File: src/rtl/pcm_gate_pkg.sv
package pcm_gate_pkg;

    typedef enum logic [2:0] {
        ST_IDLE  = 3'd0,
        ST_BLANK = 3'd1,
        ST_HOLD  = 3'd2,
        ST_ARMED = 3'd3,
        ST_DONE  = 3'd4
    } gate_state_e;

    typedef enum logic [1:0] {
        END_NONE = 2'd0,
        END_PEAK = 2'd1,
        END_HARD = 2'd2,
        END_DUTY = 2'd3
    } end_cause_e;

endpackage

File: src/rtl/pcm_sync.sv
module pcm_sync #(
    parameter int WIDTH  = 2,
    parameter int STAGES = 2
) (
    input  logic             clk,
    input  logic             rst_n,
    input  logic [WIDTH-1:0] d_async,
    output logic [WIDTH-1:0] d_sync
);

    logic [WIDTH-1:0] chain [STAGES];

    always_ff @(posedge clk or negedge rst_n) begin
        if (!rst_n) chain[0] <= '0;
        else        chain[0] <= d_async;
    end

    for (genvar g = 1; g < STAGES; g++) begin : g_stage
        always_ff @(posedge clk or negedge rst_n) begin
            if (!rst_n) chain[g] <= '0;
            else        chain[g] <= chain[g-1];
        end
    end

    assign d_sync = chain[STAGES-1];

endmodule

File: src/rtl/pcm_on_timer.sv
module pcm_on_timer #(
    parameter int CNT_W      = 11,
    parameter int BLANK_CYC  = 30,
    parameter int GUARD_CYC  = 80,
    parameter int MAX_ON_CYC = 1300
) (
    input  logic             clk,
    input  logic             rst_n,
    input  logic             run,
    output logic [CNT_W-1:0] on_cnt,
    output logic             blank_end,
    output logic             guard_end,
    output logic             duty_end
);

    localparam logic [CNT_W-1:0] BLANK_LAST = CNT_W'(BLANK_CYC - 1);
    localparam logic [CNT_W-1:0] GUARD_LAST = CNT_W'(GUARD_CYC - 1);
    localparam logic [CNT_W-1:0] DUTY_LAST  = CNT_W'(MAX_ON_CYC - 1);
    localparam logic [CNT_W-1:0] CNT_TOP    = CNT_W'(MAX_ON_CYC);

    always_ff @(posedge clk or negedge rst_n) begin
        if (!rst_n)                on_cnt <= '0;
        else if (!run)             on_cnt <= '0;
        else if (on_cnt != CNT_TOP) on_cnt <= on_cnt + 1'b1;
    end

    always_comb begin
        blank_end = run && (on_cnt == BLANK_LAST);
        guard_end = run && (on_cnt == GUARD_LAST);
        duty_end  = run && (on_cnt == DUTY_LAST);
    end


    on_count_bound_chk: assert property (@(posedge clk) disable iff (!rst_n)
        run |-> (on_cnt < CNT_TOP));

endmodule

File: src/rtl/pcm_gate_fsm.sv
module pcm_gate_fsm
    import pcm_gate_pkg::*;
#(
    parameter int BLANK_CYC = 30,
    parameter int GUARD_CYC = 80
) (
    input  logic       clk,
    input  logic       rst_n,
    input  logic       enable,
    input  logic       cycle_start,
    input  logic       peak_s,
    input  logic       hard_s,
    input  logic       blank_end,
    input  logic       guard_end,
    input  logic       duty_end,
    output logic       gate,
    output logic [1:0] cause
);

    localparam bit HAS_HOLD = (GUARD_CYC > BLANK_CYC);

    gate_state_e st_q, st_d;
    end_cause_e  cause_q, cause_d;
    logic        pend_peak_q, pend_peak_d;
    logic        pend_hard_q, pend_hard_d;

    always_ff @(posedge clk or negedge rst_n) begin
        if (!rst_n) begin
            st_q        <= ST_IDLE;
            cause_q     <= END_NONE;
            pend_peak_q <= 1'b0;
            pend_hard_q <= 1'b0;
        end else begin
            st_q        <= st_d;
            cause_q     <= cause_d;
            pend_peak_q <= pend_peak_d;
            pend_hard_q <= pend_hard_d;
        end
    end

    always_comb begin
        st_d        = st_q;
        cause_d     = cause_q;
        pend_peak_d = pend_peak_q;
        pend_hard_d = pend_hard_q;
        if (!enable) begin
            st_d        = ST_IDLE;
            cause_d     = END_NONE;
            pend_peak_d = 1'b0;
            pend_hard_d = 1'b0;
        end else begin
            unique case (st_q)
                ST_IDLE, ST_DONE: begin
                    if (cycle_start) begin
                        st_d        = ST_BLANK;
                        cause_d     = END_NONE;
                        pend_peak_d = 1'b0;
                        pend_hard_d = 1'b0;
                    end
                end
                ST_BLANK: begin
                    if (blank_end) st_d = HAS_HOLD ? ST_HOLD : ST_ARMED;
                end
                ST_HOLD: begin
                    pend_peak_d = pend_peak_q | peak_s;
                    pend_hard_d = pend_hard_q | hard_s;
                    if (guard_end) begin
                        if (pend_hard_d) begin
                            st_d    = ST_DONE;
                            cause_d = END_HARD;
                        end else if (pend_peak_d) begin
                            st_d    = ST_DONE;
                            cause_d = END_PEAK;
                        end else begin
                            st_d = ST_ARMED;
                        end
                    end
                end
                ST_ARMED: begin
                    if (hard_s) begin
                        st_d    = ST_DONE;
                        cause_d = END_HARD;
                    end else if (peak_s) begin
                        st_d    = ST_DONE;
                        cause_d = END_PEAK;
                    end else if (duty_end) begin
                        st_d    = ST_DONE;
                        cause_d = END_DUTY;
                    end
                end
                default: begin
                    st_d    = ST_IDLE;
                    cause_d = END_NONE;
                end
            endcase
        end
    end

    always_comb begin
        gate  = (st_q == ST_BLANK) || (st_q == ST_HOLD) || (st_q == ST_ARMED);
        cause = cause_q;
    end


    gate_off_when_disabled_chk: assert property (@(posedge clk) disable iff (!rst_n)
        !enable |=> !gate);


    gate_rise_needs_start_chk: assert property (@(posedge clk) disable iff (!rst_n)
        $rose(gate) |-> ($past(cycle_start) && cause == END_NONE));


    end_has_cause_chk: assert property (@(posedge clk) disable iff (!rst_n)
        ($fell(gate) && $past(enable)) |-> (cause != END_NONE));


    done_cause_hold_chk: assert property (@(posedge clk) disable iff (!rst_n)
        (st_q == ST_DONE && $past(st_q) == ST_DONE) |-> ($stable(cause) && !gate));

endmodule

File: src/rtl/pcm_gate_ctrl.sv
module pcm_gate_ctrl #(
    parameter int PERIOD_CYC  = 2000,
    parameter int DUTY_PCT    = 65,
    parameter int BLANK_CYC   = 30,
    parameter int MIN_ON_CYC  = 80,
    parameter int SYNC_STAGES = 2
) (
    input  logic       clk,
    input  logic       rst_n,
    input  logic       enable,
    input  logic       cycle_start,
    input  logic       peak_cmp_a,
    input  logic       ilim_cmp_a,
    output logic       gate,
    output logic [1:0] term_cause
);

    localparam int MAX_ON_CYC = (PERIOD_CYC * DUTY_PCT) / 100;
    localparam int GUARD_CYC  = (MIN_ON_CYC > BLANK_CYC) ? MIN_ON_CYC : BLANK_CYC;
    localparam int CNT_W      = $clog2(MAX_ON_CYC + 1);

    logic [1:0]       cmp_sync;
    logic [CNT_W-1:0] on_cnt;
    logic             blank_end, guard_end, duty_end;

    pcm_sync #(
        .WIDTH  (2),
        .STAGES (SYNC_STAGES)
    ) u_sync (
        .clk     (clk),
        .rst_n   (rst_n),
        .d_async ({ilim_cmp_a, peak_cmp_a}),
        .d_sync  (cmp_sync)
    );

    pcm_on_timer #(
        .CNT_W      (CNT_W),
        .BLANK_CYC  (BLANK_CYC),
        .GUARD_CYC  (GUARD_CYC),
        .MAX_ON_CYC (MAX_ON_CYC)
    ) u_timer (
        .clk       (clk),
        .rst_n     (rst_n),
        .run       (gate),
        .on_cnt    (on_cnt),
        .blank_end (blank_end),
        .guard_end (guard_end),
        .duty_end  (duty_end)
    );

    pcm_gate_fsm #(
        .BLANK_CYC (BLANK_CYC),
        .GUARD_CYC (GUARD_CYC)
    ) u_fsm (
        .clk         (clk),
        .rst_n       (rst_n),
        .enable      (enable),
        .cycle_start (cycle_start),
        .peak_s      (cmp_sync[0]),
        .hard_s      (cmp_sync[1]),
        .blank_end   (blank_end),
        .guard_end   (guard_end),
        .duty_end    (duty_end),
        .gate        (gate),
        .cause       (term_cause)
    );


    min_on_kept_chk: assert property (@(posedge clk) disable iff (!rst_n)
        ($fell(gate) && $past(enable)) |-> ($past(on_cnt) >= CNT_W'(GUARD_CYC - 1)));

endmodule

File: config.mk
export PLATFORM = sky130hd
export DESIGN_NAME = pcm_gate_ctrl
export DESIGN_NICKNAME = d
export VERILOG_FILES = /design/src/rtl/pcm_gate_pkg.sv /design/src/rtl/pcm_sync.sv /design/src/rtl/pcm_on_timer.sv /design/src/rtl/pcm_gate_fsm.sv /design/src/rtl/pcm_gate_ctrl.sv
export SDC_FILE = /design/constraint.sdc
export NUM_CORES = 1
export LEC_CHECK = 0
export BUFFER_PORTS_ARGS = -buffer_cell sky130_fd_sc_hd__buf_2
export CAP_MARGIN = 10
export CORE_ASPECT_RATIO = 0.9
export CORE_MARGIN = 1
export CORE_UTILIZATION = 40
export DETAILED_ROUTE_END_ITERATION = 6
export SETUP_SLACK_MARGIN = 0.02
export SLEW_MARGIN = 15
export SYNTH_ARGS = -nofsm -noshare
export SYNTH_HDL_FRONTEND = slang
export SYNTH_SLANG_ARGS = --single-unit
File: constraint.sdc
create_clock -name clk -period 1.8 [get_ports clk]
set_input_delay 0.18 -clock clk [delete_from_list [all_inputs] [get_ports clk]]
set_output_delay 0.18 -clock clk [all_outputs]
set_load 0.005 [all_outputs]
-- After elaboration in Yosys (flattened, before gate mapping)
Cells that the tools add are included.
- word-level logic and storage cells: 62
- bits in registers: 22
- input bits: 6
- output and inout port bits: 3
- bitwise operators: 2
- mux-type cells: 26
- $add $sub $neg: 1
- equal/unequal tests: 16
- reduce and logical (&&, ||, !) cells: 10
- operators with widths (operator ; count):
    $mux W3 ; 9
    $mux W11 ; 2
    $mux W2 ; 8
    $pmux W3 S4 ; 1
    $add A11 B1 Y11 const B ; 1
    $eq A11 B11 Y1 const B ; 1
    $eq A11 B5 Y1 const B ; 1
    $eq A11 B7 Y1 const B ; 1
    $ne A11 B11 Y1 const B ; 1
    $ne A3 B3 Y1 const B ; 3
    $pmux W2 S4 ; 1
    $eq A3 B2 Y1 const B ; 2
    $ne A5 B5 Y1 const B ; 1
    $reduce_and A5 Y1 ; 1
    $ne A2 B2 Y1 const B ; 2
    $ne A4 B2 Y1 const B ; 1
    $pmux W1 S2 ; 2
    $reduce_and A4 Y1 ; 1
    $eq A3 B1 Y1 const B ; 1
    $eq A3 B3 Y1 const B ; 1
    $logic_and A1 B1 Y1 ; 3
    $logic_not A3 Y1 ; 1
    $mux W1 ; 3
    $ne A3 B1 Y1 const B ; 1
    4 further kinds ; 6

-- Depth between registers and ports, before layout
- depth after elaboration: 9
- mapped depth: 6
- gate-level depth less buffers: 6

-- By module
Synthesis repeated with hierarchy kept, for this count alone.
- cells, all modules: 125
- area, all modules: 1214.9 µm²
- modules (own cells, without submodules) (module ; area each (µm²) ; cells an instance ; sequential area each (µm²) ; instances):
    pcm_on_timer ; 664.4 ; 71 ; 275.3 ; 1
    pcm_gate_fsm ; 435.4 ; 48 ; 175.2 ; 1
    pcm_sync ; 115.1 ; 6 ; 100.1 ; 1

-- Worst setup path after synthesis
Ideal clock, no wire load.
- path type: reg2reg
- start point: register u_timer.on_cnt[0]
- end point: register u_fsm.cause_q[0] (netlist: u_fsm.cause[0])
- period minus slack after synthesis: 1680 ps
- path buffers: 0
- data arrival time: 1552 ps
- slack: 120 ps
- cell stages (with the launch flop): 7
- library setup time: 128 ps
- cells stage by stage: dfrtp_1 ha_1 and3_1 nand4b_1 a22oi_2 nand3_1 mux2_1
- word-level cells in the longest chain between the ends: 4
- ends and longest elaborated chain (item ; RTL line ; source):
    start, declared ; pcm_on_timer.sv:10 ; output logic [CNT_W-1:0] on_cnt,
    start signal, assigned ; pcm_on_timer.sv:24 ; else if (on_cnt != CNT_TOP) on_cnt <= on_cnt + 1'b1;
    $eq A11 B11 Y1 or $eq A11 B7 Y1 (tied branches) ; pcm_on_timer.sv:30, pcm_on_timer.sv:29 ;
    $logic_and A1 B1 Y1, on equally long branches ; pcm_on_timer.sv:30, pcm_on_timer.sv:29 ;
    $ne A5 B5 Y1 (no source line) or $ne A3 B3 Y1 (tied branches) ; -- ;
    $reduce_and A5 Y1 (no source line) (*) ; -- ;
    end signal, assigned ; pcm_gate_fsm.sv:35 ; cause_q <= cause_d;
    end, declared ; pcm_gate_fsm.sv:23 ; end_cause_e cause_q, cause_d;
Mark *: on every way between the ends. The rest lies on a longest branch, timed or not.
A chain may end at the register's enable or synchronous reset.

-- Worst setup path after layout
- start point: register u_timer.on_cnt[0]
- end point: register u_fsm.cause_q[1] (netlist: u_fsm.cause[1])
Same word-level chain as after synthesis.

==> flow_metrics.tcl <==
set metrics [dict create \
    utilization_pct 54.3 \
    antenna_found_initial 0 \
    port_buffers 8 \
    layout.nets 141 \
    criticalPathCategory "reg -> reg" \
    clock_latency_ns 0.31 \
    min_path_type "in -> reg" \
    syn_nets 116 \
    total_leakage_power_nw 0.652 \
    async_flop_share_pct 100 \
    antennaDiodeCount 0 \
    totalWireLength_um 2250 \
    cts_tree "built" \
    irDropWorstVdd_uv 529 \
    drt_iter0_drc 21 \
    via_per_inst 5.52 \
    ys_ff_latch 22 \
    ys_warn_count 0 \
    setup_viol 0 \
    start_kind "flip-flop" \
    path_max_fanout 3 \
    cap_viol_max_count 0 \
    drive_above_1_share_pct 26.7 \
    instances_no_fill 159 \
    die_w_um 57.3 \
    dpl_cell_area_um2 1230 \
    status "finished clean" \
    placed_cells 150 \
    synth_edf_count 0 \
    start_util_pct 43.5 \
    clk_pin_slew_worst_paths_ns 0.13 \
    crit_slowest_cell "dfrtp_1" \
    vias 878 \
    finalWeightedCongestion 0.812 \
    worstPathRequired_ns 2.00 \
    synth_cells 107 \
    worst_setup_path_end_kind "flip-flop" \
    synthFlopType "dfrtp_1" \
    cts-root-buf "clkbuf_4" \
    finalCritPeriodShare_pct 98.2 \
    fin_crit_ns 1.77 \
    powerDensity_nw_per_um2 1120 \
    grt_pass1_vias 884 \
    ant_nets 0 \
    synth_cell_types 27 \
    dieArea_um2 2970 \
    cts.htree.levels 1 \
    avgSynthCellArea_um2 10.3 \
    nFillCells 240 \
    cts_made_buffers 3 \
    met3_usage_pct 5.22 \
    final-hold-violation-count 0 \
    seq_area_um2 553 \
    final_common_cell "dfrtp_1" \
    cts_sinks 22 \
    gr-usage-met2_pct 30.8 \
    grt_max_degree 23 \
    maxSlewViolCount 0 \
    use_met1_pct 18.7 \
    crit_chain "ha_1 > and3_4 > nand4b_1 > a22oi_2 > nand3_2 > mux2_1" \
    wl_per_cell_um 14.1 \
    worst_pin_slew_ns 0.495 \
    cts_buffer_depth 2 \
    worstPathArrival_ns 1.96 \
    max-slew-margin-rel_pct 67.0 \
    core_area_um2 2530 \
    grt_pass1_wl_um 3680 \
    post-route-cell-area_um2 1380 \
    syn2layout_area_growth_pct 24.7 \
    grt_use_total_pct 16.6 \
    seq_area_frac_synth_pct 49.9 \
    first_pass_iters 4 \
    multi_input_area_um2 574 \
    grt_overflow 0 \
    max_stage_delay_ns 0.37 \
    timing.hold.ws_ns 0.140 \
    finClkSkew_ns 0.00891 \
    fp.dieH_um 51.8 \
    drc_errors 0 \
    max_freq_mhz 566 \
    gr-max-usage-layer "met2" \
    fp-row-count 17 \
    io_pins 9 \
    dp_hpwl_um 1560 \
    layout_common_cells "dfrtp_1 (20), nor2_1 (16), buf_4 (10), buf_2 (8), xnor2_1 (7)" \
    grt_setup_unrepaired "true" \
    syn_area_um2 1100 \
]
## cell families (layout without fill, tap and decap cells)
group,count (synthesis),count (layout),synth area share (%)
muxes,4,4,4.09
AOI/OAI and AO/OA,11,11,6.36
and+or+nand+nor,52,52,26.6
buffers and inverters,5,29,1.70
xor gates and xnor gates,10,10,7.95
adders and majority gates,3,3,3.41
DFF,22,22,49.9
## state kept, by name (all words and copies together) (netlist names)
signal / cells
u_fsm.cause: 2
u_fsm.pend_hard_q: 1
u_fsm.pend_peak_q: 1
u_fsm.st_q: 3
u_sync.chain: 2
u_sync.d_sync: 2
u_timer.on_cnt: 11
## critical path, delay by kind of cell, from the launching register on
| family | cells | cell delay, ns |
|---|---|---|
| DFF | 1 | 0.37 |
| and+or+nand+nor | 3 | 0.46 |
| AOI/OAI and AO/OA | 1 | 0.27 |
| muxes | 1 | 0.34 |
| adders and majority gates | 1 | 0.21 |
## synthesized netlist by cell type, types with 3 or more instances
library cell  instances  area [um2]
nand2_1               5        18.8
xnor2_1               7        61.3
and3_1                6        37.5
nor2_1               16        60.1
nor3_1                4        20.0
inv_1                 4        15.0
xor2_1                3        26.3
ha_1                  3        37.5
nand4_1               3        18.8
a21oi_1               6        30.0
dfrtp_1              22         551
nand3_1               4        20.0
mux2_1                4        45.0
## where the power goes
part           leakage, nW  switching (W)  internal (W)
Clock               0.0279       0.000151      0.000225
Sequential           0.290      0.0000628      0.000557
Combinational        0.334       0.000284      0.000260
Total                0.652       0.000498       0.00104
## stage by stage
step | worst slack (ns) | TNS (ns) | total power (W)
3_5_place_dp | 0.00258 | 0 | 0.00111
3_3_place_gp | 0.0524 | 0 | 0.00110
5_1_grt | -0.0492 | -0.164 | 0.00164
4_1_cts | 0.0215 | 0 | 0.00152
6_report | 0.0321 | 0 | 0.00154
2_1_floorplan | 0.120 | 0 | 0.000923
## area by class of cell
| cell class | count | share of cell area [%] |
|---|---|---|
| Clock buffer | 3 | 1.64 |
| Inverter | 4 | 1.09 |
| Tap cell | 28 | 2.55 |
| Timing Repair Buffer | 21 | 10.6 |
| Clock inverter | 1 | 2.18 |
| Sequential cell | 22 | 40.2 |
| Multi-Input combinational cell | 80 | 41.8 |
## per-layer routing
metal  vias to the layer above  part of all wire (%)
met1                       437                    44
met5                         -                     0
li1                        423                     -
met2                        18                    51
met3                         0                   4.0
met4                         0                     0
## what timing repair did
item                                    CTS  global route
cloned                                    0             0
hold buffers                              3             0
buffers inserted                          2             0
endpoints found under the setup margin    4             4
pin swaps                                 1             2
resized for setup                         3             7
endpoints found under the hold margin    24             0
## path summary, 6_finish.rpt
check | from | to | slack (ns) | cells after the start
min | enable | u_fsm.pend_hard_q$_DFFE_PN0P_ | 0.14 | 3
min in group asynchronous | rst_n | u_timer.on_cnt[8]$_DFFE_PN0P_ | 0.35 | 2
max in group asynchronous | rst_n | u_timer.on_cnt[5]$_DFFE_PN0P_ | 1.10 | 2
min reg2reg | u_sync.chain[2]$_DFF_PN0_ | u_sync.d_sync[0]$_DFF_PN0_ | 0.37 | 0
max | u_timer.on_cnt[0]$_DFFE_PN0P_ | u_fsm.cause[1]$_DFFE_PN0P_ | 0.03 | 6
max reg2reg | u_timer.on_cnt[0]$_DFFE_PN0P_ | u_fsm.cause[1]$_DFFE_PN0P_ | 0.03 | 6
Power figures use the tool's default switching activity.
